$ cat src/rtl/ilk_pkg.sv
package ilk_pkg;

    // Issue control states
    typedef enum logic [1:0] {
        ILK_RUN   = 2'd0,   // normal issue
        ILK_DRAIN = 2'd1,   // halt seen, waiting for older writes
        ILK_DONE  = 2'd2    // nothing outstanding
    } ilk_state_e;

endpackage

$ cat src/rtl/ilk_scoreboard.sv
module ilk_scoreboard #(
    parameter int NUM_REGS = 16,
    parameter int IDX_W    = $clog2(NUM_REGS)
) (
    input  logic                clk,
    input  logic                rst_n,
    input  logic                set_en,
    input  logic [IDX_W-1:0]    set_idx,
    input  logic                clr_en,
    input  logic [IDX_W-1:0]    clr_idx,
    output logic [NUM_REGS-1:0] pending,
    output logic                any_pending
);

    logic [NUM_REGS-1:0] pend_q;

    // One pending bit per register; a new writer wins over a same-cycle retire
    for (genvar i = 0; i < NUM_REGS; i++) begin : g_bit
        logic hit_set;
        logic hit_clr;
        assign hit_set = set_en && (set_idx == IDX_W'(i));
        assign hit_clr = clr_en && (clr_idx == IDX_W'(i));
        always_ff @(posedge clk) begin
            if (!rst_n) begin
                pend_q[i] <= 1'b0;
            end else if (hit_set) begin
                pend_q[i] <= 1'b1;
            end else if (hit_clr) begin
                pend_q[i] <= 1'b0;
            end
        end
    end

    assign pending     = pend_q;
    assign any_pending = |pend_q;


    sb_clear_live_chk: assert property (@(posedge clk) disable iff (!rst_n)
        clr_en |-> pend_q[clr_idx]);


    sb_single_writer_chk: assert property (@(posedge clk) disable iff (!rst_n)
        set_en |-> (!pend_q[set_idx] || (clr_en && (clr_idx == set_idx))));

endmodule

$ cat src/rtl/ilk_flag_tracker.sv
module ilk_flag_tracker #(
    parameter int CNT_W = 3
) (
    input  logic clk,
    input  logic rst_n,
    input  logic inc,         // flag setter issued
    input  logic dec,         // flag setter at writeback
    output logic flag_wait,   // a setter still outstanding after this cycle's retire
    output logic flag_any     // any setter outstanding at start of cycle
);

    localparam logic [CNT_W-1:0] CNT_MAX = {CNT_W{1'b1}};
    localparam logic [CNT_W-1:0] CNT_ONE = CNT_W'(1);

    logic [CNT_W-1:0] cnt_q;

    always_ff @(posedge clk) begin
        if (!rst_n) begin
            cnt_q <= '0;
        end else begin
            unique case ({inc, dec})
                2'b10:   cnt_q <= cnt_q + CNT_ONE;
                2'b01:   cnt_q <= cnt_q - CNT_ONE;
                default: cnt_q <= cnt_q;
            endcase
        end
    end

    assign flag_any  = (cnt_q != '0);
    assign flag_wait = dec ? (cnt_q > CNT_ONE) : flag_any;


    flag_no_underflow_chk: assert property (@(posedge clk) disable iff (!rst_n)
        dec |-> (cnt_q != '0));


    flag_no_overflow_chk: assert property (@(posedge clk) disable iff (!rst_n)
        (inc && !dec) |-> (cnt_q != CNT_MAX));

endmodule

$ cat src/rtl/ilk_hazard_check.sv
module ilk_hazard_check #(
    parameter int NUM_REGS = 16,
    parameter int IDX_W    = $clog2(NUM_REGS)
) (
    input  logic [NUM_REGS-1:0] pending,
    input  logic                clr_en,
    input  logic [IDX_W-1:0]    clr_idx,
    input  logic [IDX_W-1:0]    src_a,
    input  logic                src_a_en,
    input  logic [IDX_W-1:0]    src_b,
    input  logic                src_b_en,
    input  logic [IDX_W-1:0]    dst,
    input  logic                dst_en,
    input  logic                reads_flag,
    input  logic                flag_wait,
    output logic                hazard
);

    logic [NUM_REGS-1:0] live;
    logic [NUM_REGS-1:0] a_m;
    logic [NUM_REGS-1:0] b_m;
    logic [NUM_REGS-1:0] d_m;

    // Register still outstanding once this cycle's writeback is counted
    for (genvar i = 0; i < NUM_REGS; i++) begin : g_reg
        assign live[i] = pending[i] && !(clr_en && (clr_idx == IDX_W'(i)));
        assign a_m[i]  = live[i] && src_a_en && (src_a == IDX_W'(i));
        assign b_m[i]  = live[i] && src_b_en && (src_b == IDX_W'(i));
        assign d_m[i]  = live[i] && dst_en   && (dst   == IDX_W'(i));
    end

    logic src_hit;
    logic dst_hit;
    logic flg_hit;

    assign src_hit = (|a_m) || (|b_m);
    assign dst_hit = |d_m;
    assign flg_hit = reads_flag && flag_wait;
    assign hazard  = src_hit || dst_hit || flg_hit;

endmodule

$ cat src/rtl/ilk_hazard_ctrl.sv
module ilk_hazard_ctrl
    import ilk_pkg::*;
#(
    parameter int NUM_REGS   = 16,
    parameter int FLAG_CNT_W = 3,
    localparam int IDX_W     = $clog2(NUM_REGS)
) (
    input  logic             clk,
    input  logic             rst_n,
    input  logic             dec_valid,
    input  logic [IDX_W-1:0] dec_src_a,
    input  logic             dec_src_a_en,
    input  logic [IDX_W-1:0] dec_src_b,
    input  logic             dec_src_b_en,
    input  logic [IDX_W-1:0] dec_dst,
    input  logic             dec_dst_en,
    input  logic             dec_sets_flag,
    input  logic             dec_reads_flag,
    input  logic             dec_is_halt,
    input  logic             wb_valid,
    input  logic [IDX_W-1:0] wb_dst,
    input  logic             wb_dst_en,
    input  logic             wb_sets_flag,
    input  logic             ex_busy,
    input  logic             br_taken,
    output logic             hold_front,
    output logic             dec_fire,
    output logic             ex_bubble,
    output logic             dec_squash,
    output logic             drained
);

    ilk_state_e state_q;
    ilk_state_e state_d;

    logic [NUM_REGS-1:0] pending;
    logic                sb_any;
    logic                flag_wait;
    logic                flag_any;
    logic                hazard;
    logic                wb_clr;
    logic                wb_flag;
    logic                halt_take;

    assign wb_clr  = wb_valid && wb_dst_en;
    assign wb_flag = wb_valid && wb_sets_flag;

    ilk_scoreboard #(
        .NUM_REGS (NUM_REGS),
        .IDX_W    (IDX_W)
    ) sb_i (
        .clk         (clk),
        .rst_n       (rst_n),
        .set_en      (dec_fire && dec_dst_en),
        .set_idx     (dec_dst),
        .clr_en      (wb_clr),
        .clr_idx     (wb_dst),
        .pending     (pending),
        .any_pending (sb_any)
    );

    ilk_flag_tracker #(
        .CNT_W (FLAG_CNT_W)
    ) flag_i (
        .clk       (clk),
        .rst_n     (rst_n),
        .inc       (dec_fire && dec_sets_flag),
        .dec       (wb_flag),
        .flag_wait (flag_wait),
        .flag_any  (flag_any)
    );

    ilk_hazard_check #(
        .NUM_REGS (NUM_REGS),
        .IDX_W    (IDX_W)
    ) hz_i (
        .pending    (pending),
        .clr_en     (wb_clr),
        .clr_idx    (wb_dst),
        .src_a      (dec_src_a),
        .src_a_en   (dec_src_a_en),
        .src_b      (dec_src_b),
        .src_b_en   (dec_src_b_en),
        .dst        (dec_dst),
        .dst_en     (dec_dst_en),
        .reads_flag (dec_reads_flag),
        .flag_wait  (flag_wait),
        .hazard     (hazard)
    );

    // State register
    always_ff @(posedge clk) begin
        if (!rst_n) begin
            state_q <= ILK_RUN;
        end else begin
            state_q <= state_d;
        end
    end

    // Next state: halt_seen and drain_empty transitions
    always_comb begin
        state_d = state_q;
        unique case (state_q)
            ILK_RUN:   if (halt_take) state_d = ILK_DRAIN;
            ILK_DRAIN: if (!sb_any && !flag_any) state_d = ILK_DONE;
            ILK_DONE:  state_d = ILK_DONE;
            default:   state_d = ILK_RUN;
        endcase
    end

    // Outputs
    always_comb begin
        halt_take  = 1'b0;
        dec_fire   = 1'b0;
        hold_front = 1'b1;
        dec_squash = 1'b0;
        drained    = 1'b0;
        unique case (state_q)
            ILK_RUN: begin
                halt_take  = dec_valid && dec_is_halt && !br_taken;
                dec_squash = br_taken;
                dec_fire   = dec_valid && !br_taken && !dec_is_halt
                             && !ex_busy && !hazard;
                hold_front = dec_valid && !br_taken
                             && (dec_is_halt || ex_busy || hazard);
            end
            ILK_DRAIN: begin
                hold_front = 1'b1;
            end
            ILK_DONE: begin
                hold_front = 1'b1;
                drained    = 1'b1;
            end
            default: begin
                hold_front = 1'b1;
            end
        endcase
        ex_bubble = !dec_fire && !ex_busy;
    end


    halt_sticky_chk: assert property (@(posedge clk) disable iff (!rst_n)
        (state_q != ILK_RUN) |=> (state_q != ILK_RUN));


    drain_blocks_issue_chk: assert property (@(posedge clk) disable iff (!rst_n)
        (state_q != ILK_RUN) |-> (hold_front && !dec_fire && !dec_squash));


    busy_blocks_issue_chk: assert property (@(posedge clk) disable iff (!rst_n)
        ex_busy |-> (!dec_fire && !ex_bubble));


    fire_src_ready_chk: assert property (@(posedge clk) disable iff (!rst_n)
        (dec_fire && dec_src_a_en) |->
            (!pending[dec_src_a] || (wb_clr && (wb_dst == dec_src_a))));


    done_only_empty_chk: assert property (@(posedge clk) disable iff (!rst_n)
        (state_q == ILK_DONE) |-> (!sb_any && !flag_any));


    squash_no_fire_chk: assert property (@(posedge clk) disable iff (!rst_n)
        dec_squash |-> (!dec_fire && !hold_front));

endmodule

$ cat config.mk
export PLATFORM = sky130hd
export DESIGN_NAME = ilk_hazard_ctrl
export DESIGN_NICKNAME = d
export VERILOG_FILES = /design/src/rtl/ilk_pkg.sv /design/src/rtl/ilk_scoreboard.sv /design/src/rtl/ilk_flag_tracker.sv /design/src/rtl/ilk_hazard_check.sv /design/src/rtl/ilk_hazard_ctrl.sv
export SDC_FILE = /design/constraint.sdc
export NUM_CORES = 1
export LEC_CHECK = 0
export ABC_AREA = 1
export BUFFER_PORTS_ARGS = -buffer_cell sky130_fd_sc_hd__buf_2
export CORE_MARGIN = 2
export CORE_UTILIZATION = 45
export CTS_CLUSTER_DIAMETER = 120
export DETAILED_ROUTE_END_ITERATION = 16
export GPL_TIMING_DRIVEN = 0
export HOLD_SLACK_MARGIN = 0.02
export PLACE_DENSITY = 0.67
export SETUP_SLACK_MARGIN = 0.15
export SLEW_MARGIN = 20
export SYNTH_ARGS = -nofsm -noshare
export SYNTH_HDL_FRONTEND = slang
export SYNTH_SLANG_ARGS = --single-unit
export TNS_END_PERCENT = 10
$ cat constraint.sdc
create_clock -name clk -period 2.9 [get_ports clk]
set_input_delay 0.145 -clock clk [delete_from_list [all_inputs] [get_ports clk]]
set_output_delay 0.145 -clock clk [all_outputs]
set_load 0.03 [all_outputs]
==> results of run 1 <==
==> Yosys cell counts (all sizes together) <==
cell type and n:
nand3b 2, nor3 6, a21boi 1, nand4 42
o21ai 9, xor2 1, ha 8, nor4 4
a21oi 21, clkbuf 6, buf 2, nand3 35
inv 40, nand2 91, dfxtp 21, clkinv 1
nor2 58
==> logic make-up (layout without fill, tap and decap cells) <==
logic type	count (synthesis)	after routing	synth area share (%)
buffers and inverters	49	90	9.94
adders and majority gates	8	8	5.10
AOI/OAI and AO/OA	31	31	8.03
and+or+nand+nor	238	238	55.1
DFF	21	21	21.4
xor gates and xnor gates	1	1	0.446
==> routing by layer <==
| metal | up-vias | wire length (um) | global-route usage (%) | share of wire, % |
|---|---|---|---|---|
| met4 | 0 | 201 | 9.19 | 3.2 |
| li1 | 1258 | - | - | - |
| met3 | 25 | 544 | 4.04 | 8.7 |
| met2 | 125 | 2800 | 40.2 | 45 |
| met1 | 1090 | 2710 | 36.7 | 43 |
| met5 | - | 0 | 0 | 0 |
==> metrics by stage <==
step	worst slack (ps)	instances
2_1_floorplan	321	348
3_3_place_gp	98.4	434
3_5_place_dp	76.2	434
4_1_cts	184	439
5_1_grt	149	441
6_report	466	441
==> worst max-delay path: stages (launching register included) <==
cell and delay, ps:
dfxtp_2 350, inv_2 70, ha_1 140, inv_1 40
nor2_2 110, nand2_1 60, nand2_1 50, nor2_1 40
nor2_1 140, nand3_1 130, nor2_2 110, nand3_2 100
nor2_4 160, nand2_2 70, inv_2 70, nand2_1 80
ha_4 240, nor2_2 120, o21ai_2 70, o21ai_1 120
a21oi_1 50
==> worst min path at each step <==
stage / endpoint / slack (ps) / cells past startpoint
after global routing: state_q[0] / 170 / 3
final: state_q[0] / 150 / 3
after global placement: state_q[0] / 430 / 3
after floorplan: state_q[0] / 270 / 2
after detailed placement: state_q[0] / 430 / 3
after CTS: state_q[0] / 150 / 3
==> state kept, by name, indices dropped and copies added (netlist names) <==
signal	count
state_q	2
flag_i.cnt_q	3
sb_i.pending	16
==> layout make-up <==
class	instances	area (um^2)	area share, %
multi-input cells	278	1380	60.0
flip-flops and latches	21	422	18.3
repair buffers	37	193	8.37
inverters	41	154	6.69
well taps	52	65.1	2.83
clock buffers	3	41.3	1.79
plain buffers	8	41.3	1.79
clock inverters	1	5.00	0.218
==> power by group through the flow <==
stage | Combinational, mW | Sequential, mW | Clock (mW)
floorplan | 0.227 | 0.321 | 0
global placement | 0.316 | 0.322 | 0
detailed placement | 0.320 | 0.323 | 0
CTS | 0.324 | 0.317 | 0.203
global route | 0.385 | 0.320 | 0.219
finish | 0.337 | 0.317 | 0.203
==> timing repair <==
action,CTS,global route
setup endpoints to repair,1,3
resized for setup,0,13
setup buffers,1,2
pin swaps,1,7
==> impl_metrics.env, run 1 <==
export IMPL_layout_commonest_cell="nand2_1"
export IMPL_hold_viol=0
export IMPL_fin_skew_ps=6.05
export IMPL_cp_end_kind="flip-flop"
export IMPL_drt_wl_total_um=6260
export IMPL_core_mm2=0.00426
export IMPL_worstMarginPinSlew_ps=549
export IMPL_startpoint_type="flip-flop"
export IMPL_powerDensity_mw_per_mm2=373
export IMPL_vias=2498
export IMPL_ios=35
export IMPL_power_leakage_nw=1.12
export IMPL_ff2ff_path_depth=20
export IMPL_min_period_over_period_pct=83.9
export IMPL_drt_initial_drc_count=326
export IMPL_wire_per_inst_um=14.2
export IMPL_grt_usage_pct=26.0
export IMPL_ys_seq_area_share_pct=21.4
export IMPL_die_w_um=70.1
export IMPL_clock_insertion_delay_worst_skew_ps=270
export IMPL_hold_buffers=0
export IMPL_r2r_end="flag_i.cnt_q[2]"
export IMPL_cts_clk_slew_worst_paths_ps=90
export IMPL_synth_seq_cells=21
export IMPL_cp_endpoint="flag_i.cnt_q[2]"
export IMPL_r2r_start="flag_i.cnt_q[0]"
export IMPL_min_from="rst_n"
export IMPL_antenna_left=0
export IMPL_dieArea_mm2=0.00491
export IMPL_startpoint="flag_i.cnt_q[0]"
export IMPL_fin_area_mm2=0.00230
export IMPL_worstPathRequired_ps=3070
export IMPL_grt_pass1_vias=2188
export IMPL_synthCells=348
export IMPL_fmax_mhz=411
export IMPL_grt_overflow_total=0
export IMPL_syn_to_final_growth_pct=17.1
export IMPL_arrival_ps=2600
export IMPL_rrSetupSlack_ps=470
export IMPL_vias_per_cell=5.66
export IMPL_relSlewSlack_pct=63.2
export IMPL_cts_made_buffers=3
export IMPL_crit_type="reg -> reg"
export IMPL_htree_levels=1
export IMPL_final_util_pct=54.0
export IMPL_synth_distinct_cells=22
export IMPL_nFillCells=473
export IMPL_grt_max_degree=13
export IMPL_diodes=0
export IMPL_power_mw=0.858
export IMPL_hpwlAfterDp_um=4860
export IMPL_pwr_share_seq_pct=37.0
export IMPL_synth_warnings=0
export IMPL_synthesis_nets=386
export IMPL_layout_min_cycle_time_ps=2430
export IMPL_synth_top_area_share_pct=21.4
export IMPL_p_sw_share_pct=40.7
export IMPL_drive_above_1_share_pct=16.5
export IMPL_whs_ps=149
export IMPL_die_height_um=70.1
export IMPL_synth_avg_cell_area_um2=5.64
export IMPL_clockBufferDepth=2
export IMPL_synthTopCellsByArea="dfxtp_1 21%, nand2_1 17%, nand4_1 13%"
export IMPL_power_switching_mw=0.349
export IMPL_layout_nets=428
export IMPL_drt_pass1_iterations=5
export IMPL_cts_tree="yes"
export IMPL_root_buffer="clkbuf_8"
export IMPL_syn_area_mm2=0.00196
export IMPL_place_congestion=0.948
export IMPL_vdd_drop_max_uv=215
export IMPL_post_dp_cell_area_mm2=0.00220
export IMPL_cp_max_fo=5
export IMPL_synth_top_area_cell="dfxtp_1"
export IMPL_combPwrFrac_pct=39.3
export IMPL_clkSinkCount=21
export IMPL_grt_pass1_wl_um=10300
export IMPL_layout_common_cells="90 x nand2_1, 51 x nor2_1, 42 x nand4_1"
export IMPL_setup_viol=0
export IMPL_min_path_type="in -> reg"
export IMPL_portBuffers=34
export IMPL_p_clk_share_pct=23.7
export IMPL_post_route_drc_count=0
export IMPL_start_util_pct=46.1
export IMPL_p_int_mw=0.509
export IMPL_tns_ps=0
export IMPL_floorplan_rows=24
export IMPL_outcome="completed"
export IMPL_max_cap_viol_count=0
export IMPL_slew_violations=0
export IMPL_antenna_found_initial=0
export IMPL_grt_setup_unrepaired="no"
No activity file was read; power rests on OpenSTA's default activity.
==> run 2, diff against run 1 <==
--- a/config.mk
+++ b/config.mk
@@ -13,7 +13,7 @@
 export DETAILED_ROUTE_END_ITERATION = 16
 export GPL_TIMING_DRIVEN = 0
 export HOLD_SLACK_MARGIN = 0.02
-export PLACE_DENSITY = 0.67
+export PLACE_DENSITY = 0.69
 export SETUP_SLACK_MARGIN = 0.15
 export SLEW_MARGIN = 20
 export SYNTH_ARGS = -nofsm -noshare
==> constraint.sdc (replaced) <==
create_clock -name clk -period 2.1 [get_ports clk]
set_input_delay 0.105 -clock clk [delete_from_list [all_inputs] [get_ports clk]]
set_output_delay 0.105 -clock clk [all_outputs]
set_load 0.03 [all_outputs]
==> run 2 against run 1 <==
Compared with the run above:
- the run now ends with setup timing left
- combinational power is 61% higher
- wire length up 3.1%
- non-clock buffer count grew 7
- sequential power is 38% higher
- clock skew decreased by 4.2 ps
- first-iteration DRC count rose by 13%
- clock power up 36%
==> impl_metrics.env, run 2 (synthesis gave the netlist of run 1 again) <==
export IMPL_outcome="complete, but fails checks"
export IMPL_violations="setup timing"
export IMPL_setup_viol=6
export IMPL_grt_max_degree=13
export IMPL_worstPathRequired_ps=2260
export IMPL_arrival_ps=2490
export IMPL_hpwlAfterDp_um=4760
export IMPL_grt_pass1_vias=2177
export IMPL_instances_no_fill=448
export IMPL_powerDensity_mw_per_mm2=513
export IMPL_power_leakage_nw=1.18
export IMPL_fmax_mhz=430
export IMPL_post_route_drc_count=0
export IMPL_power_switching_mw=0.506
export IMPL_slew_violations=0
export IMPL_syn_to_final_growth_pct=24.6
export IMPL_fin_skew_ps=1.87
export IMPL_root_buffer="clkbuf_8"
export IMPL_core_mm2=0.00426
export IMPL_drt_pass1_iterations=5
export IMPL_startpoint_type="flip-flop"
export IMPL_wire_per_inst_um=14.4
export IMPL_antenna_left=0
export IMPL_min_path_type="in -> reg"
export IMPL_drt_initial_drc_count=367
export IMPL_max_cap_viol_count=0
export IMPL_layout_min_cycle_time_ps=2320
export IMPL_relSlewSlack_pct=70.0
export IMPL_largest_reg_flops=16
export IMPL_drive_above_1_share_pct=21.5
export IMPL_layout_nets=435
export IMPL_layout_common_cells="89 x nand2_1, 44 x nor2_1, 42 x nand4_1"
export IMPL_grt_pass1_wl_um=10100
export IMPL_clockBufferDepth=2
export IMPL_cp_end_kind="flip-flop"
export IMPL_start_util_pct=46.1
export IMPL_dp_cells=434
export IMPL_cts_clk_slew_worst_paths_ps=80
export IMPL_pwr_share_seq_pct=34.7
export IMPL_floorplan_rows=24
export IMPL_place_congestion=1.00
export IMPL_grt_overflow_total=0
export IMPL_ios=35
export IMPL_cts_tree="yes"
export IMPL_finalWorstSetupSlack_ps=-223
export IMPL_vias=2500
export IMPL_worstMarginPinSlew_ps=450
export IMPL_tns_ps=-518
export IMPL_antenna_found_initial=0
export IMPL_combPwrFrac_pct=43.2
export IMPL_vdd_drop_max_uv=349
export IMPL_drt_wl_total_um=6450
export IMPL_die_w_um=70.1
export IMPL_p_int_mw=0.751
export IMPL_layout_commonest_cell="nand2_1"
export IMPL_cts_made_buffers=3
export IMPL_die_height_um=70.1
export IMPL_crit_type="reg -> reg"
export IMPL_min_period_over_period_pct=111
export IMPL_p_sw_share_pct=40.2
export IMPL_clock_insertion_delay_worst_skew_ps=260
export IMPL_hold_viol=0
export IMPL_portBuffers=34
export IMPL_hold_buffers=0
export IMPL_p_clk_share_pct=22.0
export IMPL_dieArea_mm2=0.00491
export IMPL_grt_usage_pct=25.4
export IMPL_htree_levels=1
export IMPL_clkSinkCount=21
export IMPL_vias_per_cell=5.58
export IMPL_diodes=0
export IMPL_grt_setup_unrepaired="yes"
export IMPL_cp_max_fo=5
## run 2: path summary, 6_finish.rpt
kind	start	end	slack (ps)	depth (start not counted)
setup / recovery	flag_i.cnt_q[1]	flag_i.cnt_q[2]	-220	18
hold reg to reg	flag_i.cnt_q[2]	flag_i.cnt_q[2]	500	2
setup reg to reg	flag_i.cnt_q[1]	flag_i.cnt_q[2]	-220	18
hold / removal	rst_n	state_q[0]	110	3
## run 2: what timing repair did
item	in CTS	in global routing
pin swaps	6	21
cloned	0	0
hold endpoints to repair	0	0
resized for setup	13	18
setup endpoints to repair	22	22
setup buffers	7	3
## run 2: cell type report
type                       instances  area [um^2]
buffer                             8         41.3
clock buffer                       3         41.3
clock inverter                     1         5.00
fill                             427         1820
inverter                          41          159
multi-input combinational        278         1450
sequential                        21          423
tap                               52         65.1
timing repair buffer              44          262
## run 2: through the flow
step	instance area [um^2]	power [mW]	setup slack, ps	util, %	hold slack [ps]
final	2450	1.26	-223	57.4	112
after global routing	2450	1.34	-359	57.4	130
after floorplan	1990	0.763	-132	-	228
after global placement	2220	0.887	-437	52.1	396
after detailed placement	2220	0.892	-456	52.1	400
after CTS	2360	1.22	-266	55.3	115
## run 2: worst max-delay path: stages, from the launching register on
cell	delay [ps]
dfxtp_2	340
buf_4	140
nor2_2	130
nor2_2	60
nor2_2	120
nor2_2	50
nor2_2	120
nand3_2	100
nor2_2	100
nand3_2	100
nor2_4	150
nand2_2	100
inv_4	80
nand2_4	50
ha_4	260
nor2_4	100
o21ai_2	60
o21ai_1	130
a21oi_1	50
## run 2: power groups by stage
stage	Clock [mW]	Sequential, mW	Combinational (mW)
3_3_place_gp	0	0.445	0.441
4_1_cts	0.278	0.437	0.503
3_5_place_dp	0	0.447	0.445
5_1_grt	0.297	0.441	0.605
2_1_floorplan	0	0.444	0.319
6_report	0.277	0.437	0.543
## run 2: layer usage
metal	vias to the layer above	wire length, um	track usage, %
met1	1103	2860	36.4
met3	16	467	2.45
met5	-	0	0
li1	1269	-	-
met2	112	2980	40.3
met4	0	139	7.26
==> run 3, diff against run 2 <==
--- a/config.mk
+++ b/config.mk
@@ -5,7 +5,6 @@
 export SDC_FILE = /design/constraint.sdc
 export NUM_CORES = 1
 export LEC_CHECK = 0
-export ABC_AREA = 1
 export BUFFER_PORTS_ARGS = -buffer_cell sky130_fd_sc_hd__buf_2
 export CORE_MARGIN = 2
 export CORE_UTILIZATION = 45
==> run 3 against run 2 <==
Compared with the run above:
- the run still ends with setup timing left
- non-clock buffer count down 1
- setup slack worse by 45 ps
- global-route usage up 3.0 points
- highest routed layer unchanged
- worst hold slack better by 32 ps
- synthesized area down 5.0%
- design area up 6.3%
- sequential power down 5.3%
==> impl_metrics.env, run 3 <==
export IMPL_hold_viol=0
export IMPL_wire_per_inst_um=19.0
export IMPL_layout_commonest_cell="nand2_1"
export IMPL_largest_reg_flops=16
export IMPL_synth_edff_count=0
export IMPL_layout_nets=324
export IMPL_synthesis_nets=278
export IMPL_synth_seq_cells=21
export IMPL_fmax_mhz=422
export IMPL_yosysMostFrequentCell="nand2_1"
export IMPL_whs_ps=144
export IMPL_startpoint="wb_dst[1]"
export IMPL_ios=35
export IMPL_final_util_pct=65.1
export IMPL_core_mm2=0.00400
export IMPL_drt_pass1_iterations=5
export IMPL_fin_area_mm2=0.00260
export IMPL_grt_overflow_total=0
export IMPL_finalWorstSetupSlack_ps=-268
export IMPL_clkSinkCount=21
export IMPL_setup_viol=10
export IMPL_rrSetupSlack_ps=-260
export IMPL_grt_pass1_wl_um=9800
export IMPL_syn_area_mm2=0.00187
export IMPL_drive_above_1_share_pct=33.0
export IMPL_grt_setup_unrepaired="yes"
export IMPL_die_w_um=68.4
export IMPL_clock_insertion_delay_worst_skew_ps=270
export IMPL_drt_wl_total_um=6370
export IMPL_vdd_drop_max_uv=370
export IMPL_synth_warnings=0
export IMPL_ff2ff_path_depth=10
export IMPL_grt_max_degree=12
export IMPL_startpoint_type="input port"
export IMPL_hpwlAfterDp_um=4480
export IMPL_diodes=0
export IMPL_place_congestion=0.996
export IMPL_antenna_found_initial=0
export IMPL_min_period_over_period_pct=113
export IMPL_async_flop_share_pct=0
export IMPL_vias_per_cell=6.68
export IMPL_die_height_um=68.4
export IMPL_r2r_end="flag_i.cnt_q[2]"
export IMPL_vias=2238
export IMPL_nFillCells=348
export IMPL_syn_to_final_growth_pct=39.5
export IMPL_antenna_left=0
export IMPL_grt_pass1_vias=2017
export IMPL_arrival_ps=2570
export IMPL_crit_type="in -> reg"
export IMPL_layout_common_cells="26 x nand2_1, 22 x buf_2, 18 x dfxtp_1"
export IMPL_outcome="complete, but fails checks"
export IMPL_min_from="dec_is_halt"
export IMPL_r2r_start="sb_i.pending[4]"
export IMPL_slew_violations=0
export IMPL_root_buffer="clkbuf_8"
export IMPL_violations="setup timing"
export IMPL_synth_avg_cell_area_um2=7.77
export IMPL_power_leakage_nw=0.913
export IMPL_grt_usage_pct=28.3
export IMPL_synthTopCellsByArea="dfxtp_1 23%, o2111ai_1 7.5%, nand2_1 5.4%"
export IMPL_hold_buffers=0
export IMPL_drt_initial_drc_count=245
export IMPL_cp_max_fo=5
export IMPL_synth_distinct_cells=48
export IMPL_fin_skew_ps=3.95
export IMPL_htree_levels=1
export IMPL_cts_clk_slew_worst_paths_ps=80
export IMPL_clockBufferDepth=2
export IMPL_regArea_um2=424
export IMPL_hold_path_endpoint="state_q[0]"
export IMPL_start_util_pct=46.6
export IMPL_synth_top_area_cell="dfxtp_1"
export IMPL_synthTopCellsByCount="27 x nand2_1, 21 x dfxtp_1, 16 x o2111ai_1"
export IMPL_max_cap_viol_count=0
export IMPL_cts_tree="yes"
export IMPL_layout_min_cycle_time_ps=2370
export IMPL_cp_end_kind="flip-flop"
export IMPL_powerDensity_mw_per_mm2=381
export IMPL_synthCells=240
export IMPL_worstPathRequired_ps=2300
export IMPL_worstMarginPinSlew_ps=559
export IMPL_post_route_drc_count=0
export IMPL_ys_seq_area_share_pct=22.5
export IMPL_holdPathStages=3
export IMPL_post_dp_cell_area_mm2=0.00219
export IMPL_synth_top_area_share_pct=22.5
export IMPL_multi_input_area_mm2=0.00164
export IMPL_relSlewSlack_pct=62.6
export IMPL_cts_made_buffers=3
export IMPL_floorplan_rows=23
export IMPL_min_path_type="in -> reg"
export IMPL_dieArea_mm2=0.00468
export IMPL_portBuffers=29
export IMPL_ys_flop_type="dfxtp_1"
run 3: cell count changes in the layout (fill, tap and decap cells not counted), sizes merged, moves of 6 or more:
cell | before | now
nand4 | 42 | 1
nand2 | 91 | 27
nor2 | 58 | 11
o21ai | 9 | 23
o22ai | 0 | 12
inv | 40 | 11
a21oi | 21 | 4
or3 | 0 | 6
o211ai | 0 | 8
o2111ai | 0 | 17
nor3 | 6 | 0
and2 | 0 | 6
nand3 | 35 | 12
run 3: routing by layer:
metal | vias up | share of wire (%) | track usage [%] | wire (um)
met3 | 19 | 10 | 3.29 | 661
met4 | 0 | 3.0 | 13.3 | 192
li1 | 1043 | - | - | -
met5 | - | 0 | 0 | 0
met2 | 153 | 46 | 45.4 | 2900
met1 | 1023 | 41 | 37.6 | 2610
run 3: power by group:
part           internal (mW)  switching [mW]
clock network          0.136           0.141
logic                  0.125           0.175
registers              0.406         0.00841
run 3: how the worst max path moves through the flow:
stage | endpoint | slack [ps]
detailed placement | flag_i.cnt_q[2] | -820
global route | flag_i.cnt_q[1] | -370
floorplan | flag_i.cnt_q[2] | -490
CTS | flag_i.cnt_q[2] | -340
global placement | flag_i.cnt_q[2] | -810
finish | flag_i.cnt_q[2] | -270
run 3: through the flow:
stage	setup WS, ps	setup TNS, ps	power, mW	std cells
2_1_floorplan	-494	-1070	0.577	240
3_3_place_gp	-808	-7780	0.661	319
3_5_place_dp	-821	-7900	0.662	319
4_1_cts	-338	-1320	0.962	333
5_1_grt	-366	-2120	1.03	335
6_report	-268	-995	0.991	335
run 3: layout make-up:
cell class                      instances  area share (%)
Sequential cell                        21            16.3
Clock buffer                            4            1.73
Buffer                                 10            3.03
Tap cell                               50            2.40
Timing Repair Buffer                   41            11.7
Multi-Input combinational cell        197            63.1
Inverter                               12            1.73
run 3: cells by family (layout without fill, tap and decap cells):
logic type	Yosys count	in the layout	share of synthesized area, %
multiplexers	2	2	1.07
AO/OA/AOI/OAI	86	86	33.1
AND/OR/NAND/NOR	99	99	32.4
XOR/XNOR	2	2	0.939
adder cells (fa/ha/maj)	8	8	5.37
buffers and inverters	22	67	4.63
flip-flops	21	21	22.5
run 3: what timing repair did:
item | in CTS | in global routing
endpoints found under the setup margin | 24 | 24
buffers inserted | 10 | 2
resized for setup | 30 | 34
pin swaps | 14 | 17
run 3: critical path, stage by stage:
cell and delay [ps]:
buf_12 110, buf_6 110, nor4bb_4 310, a2111o_1 210
o31ai_2 70, nor4_2 410, o2111ai_4 200, nor3b_4 240
nand2_2 90, ha_4 160, mux2i_1 120, or3_1 320
a21oi_2 110
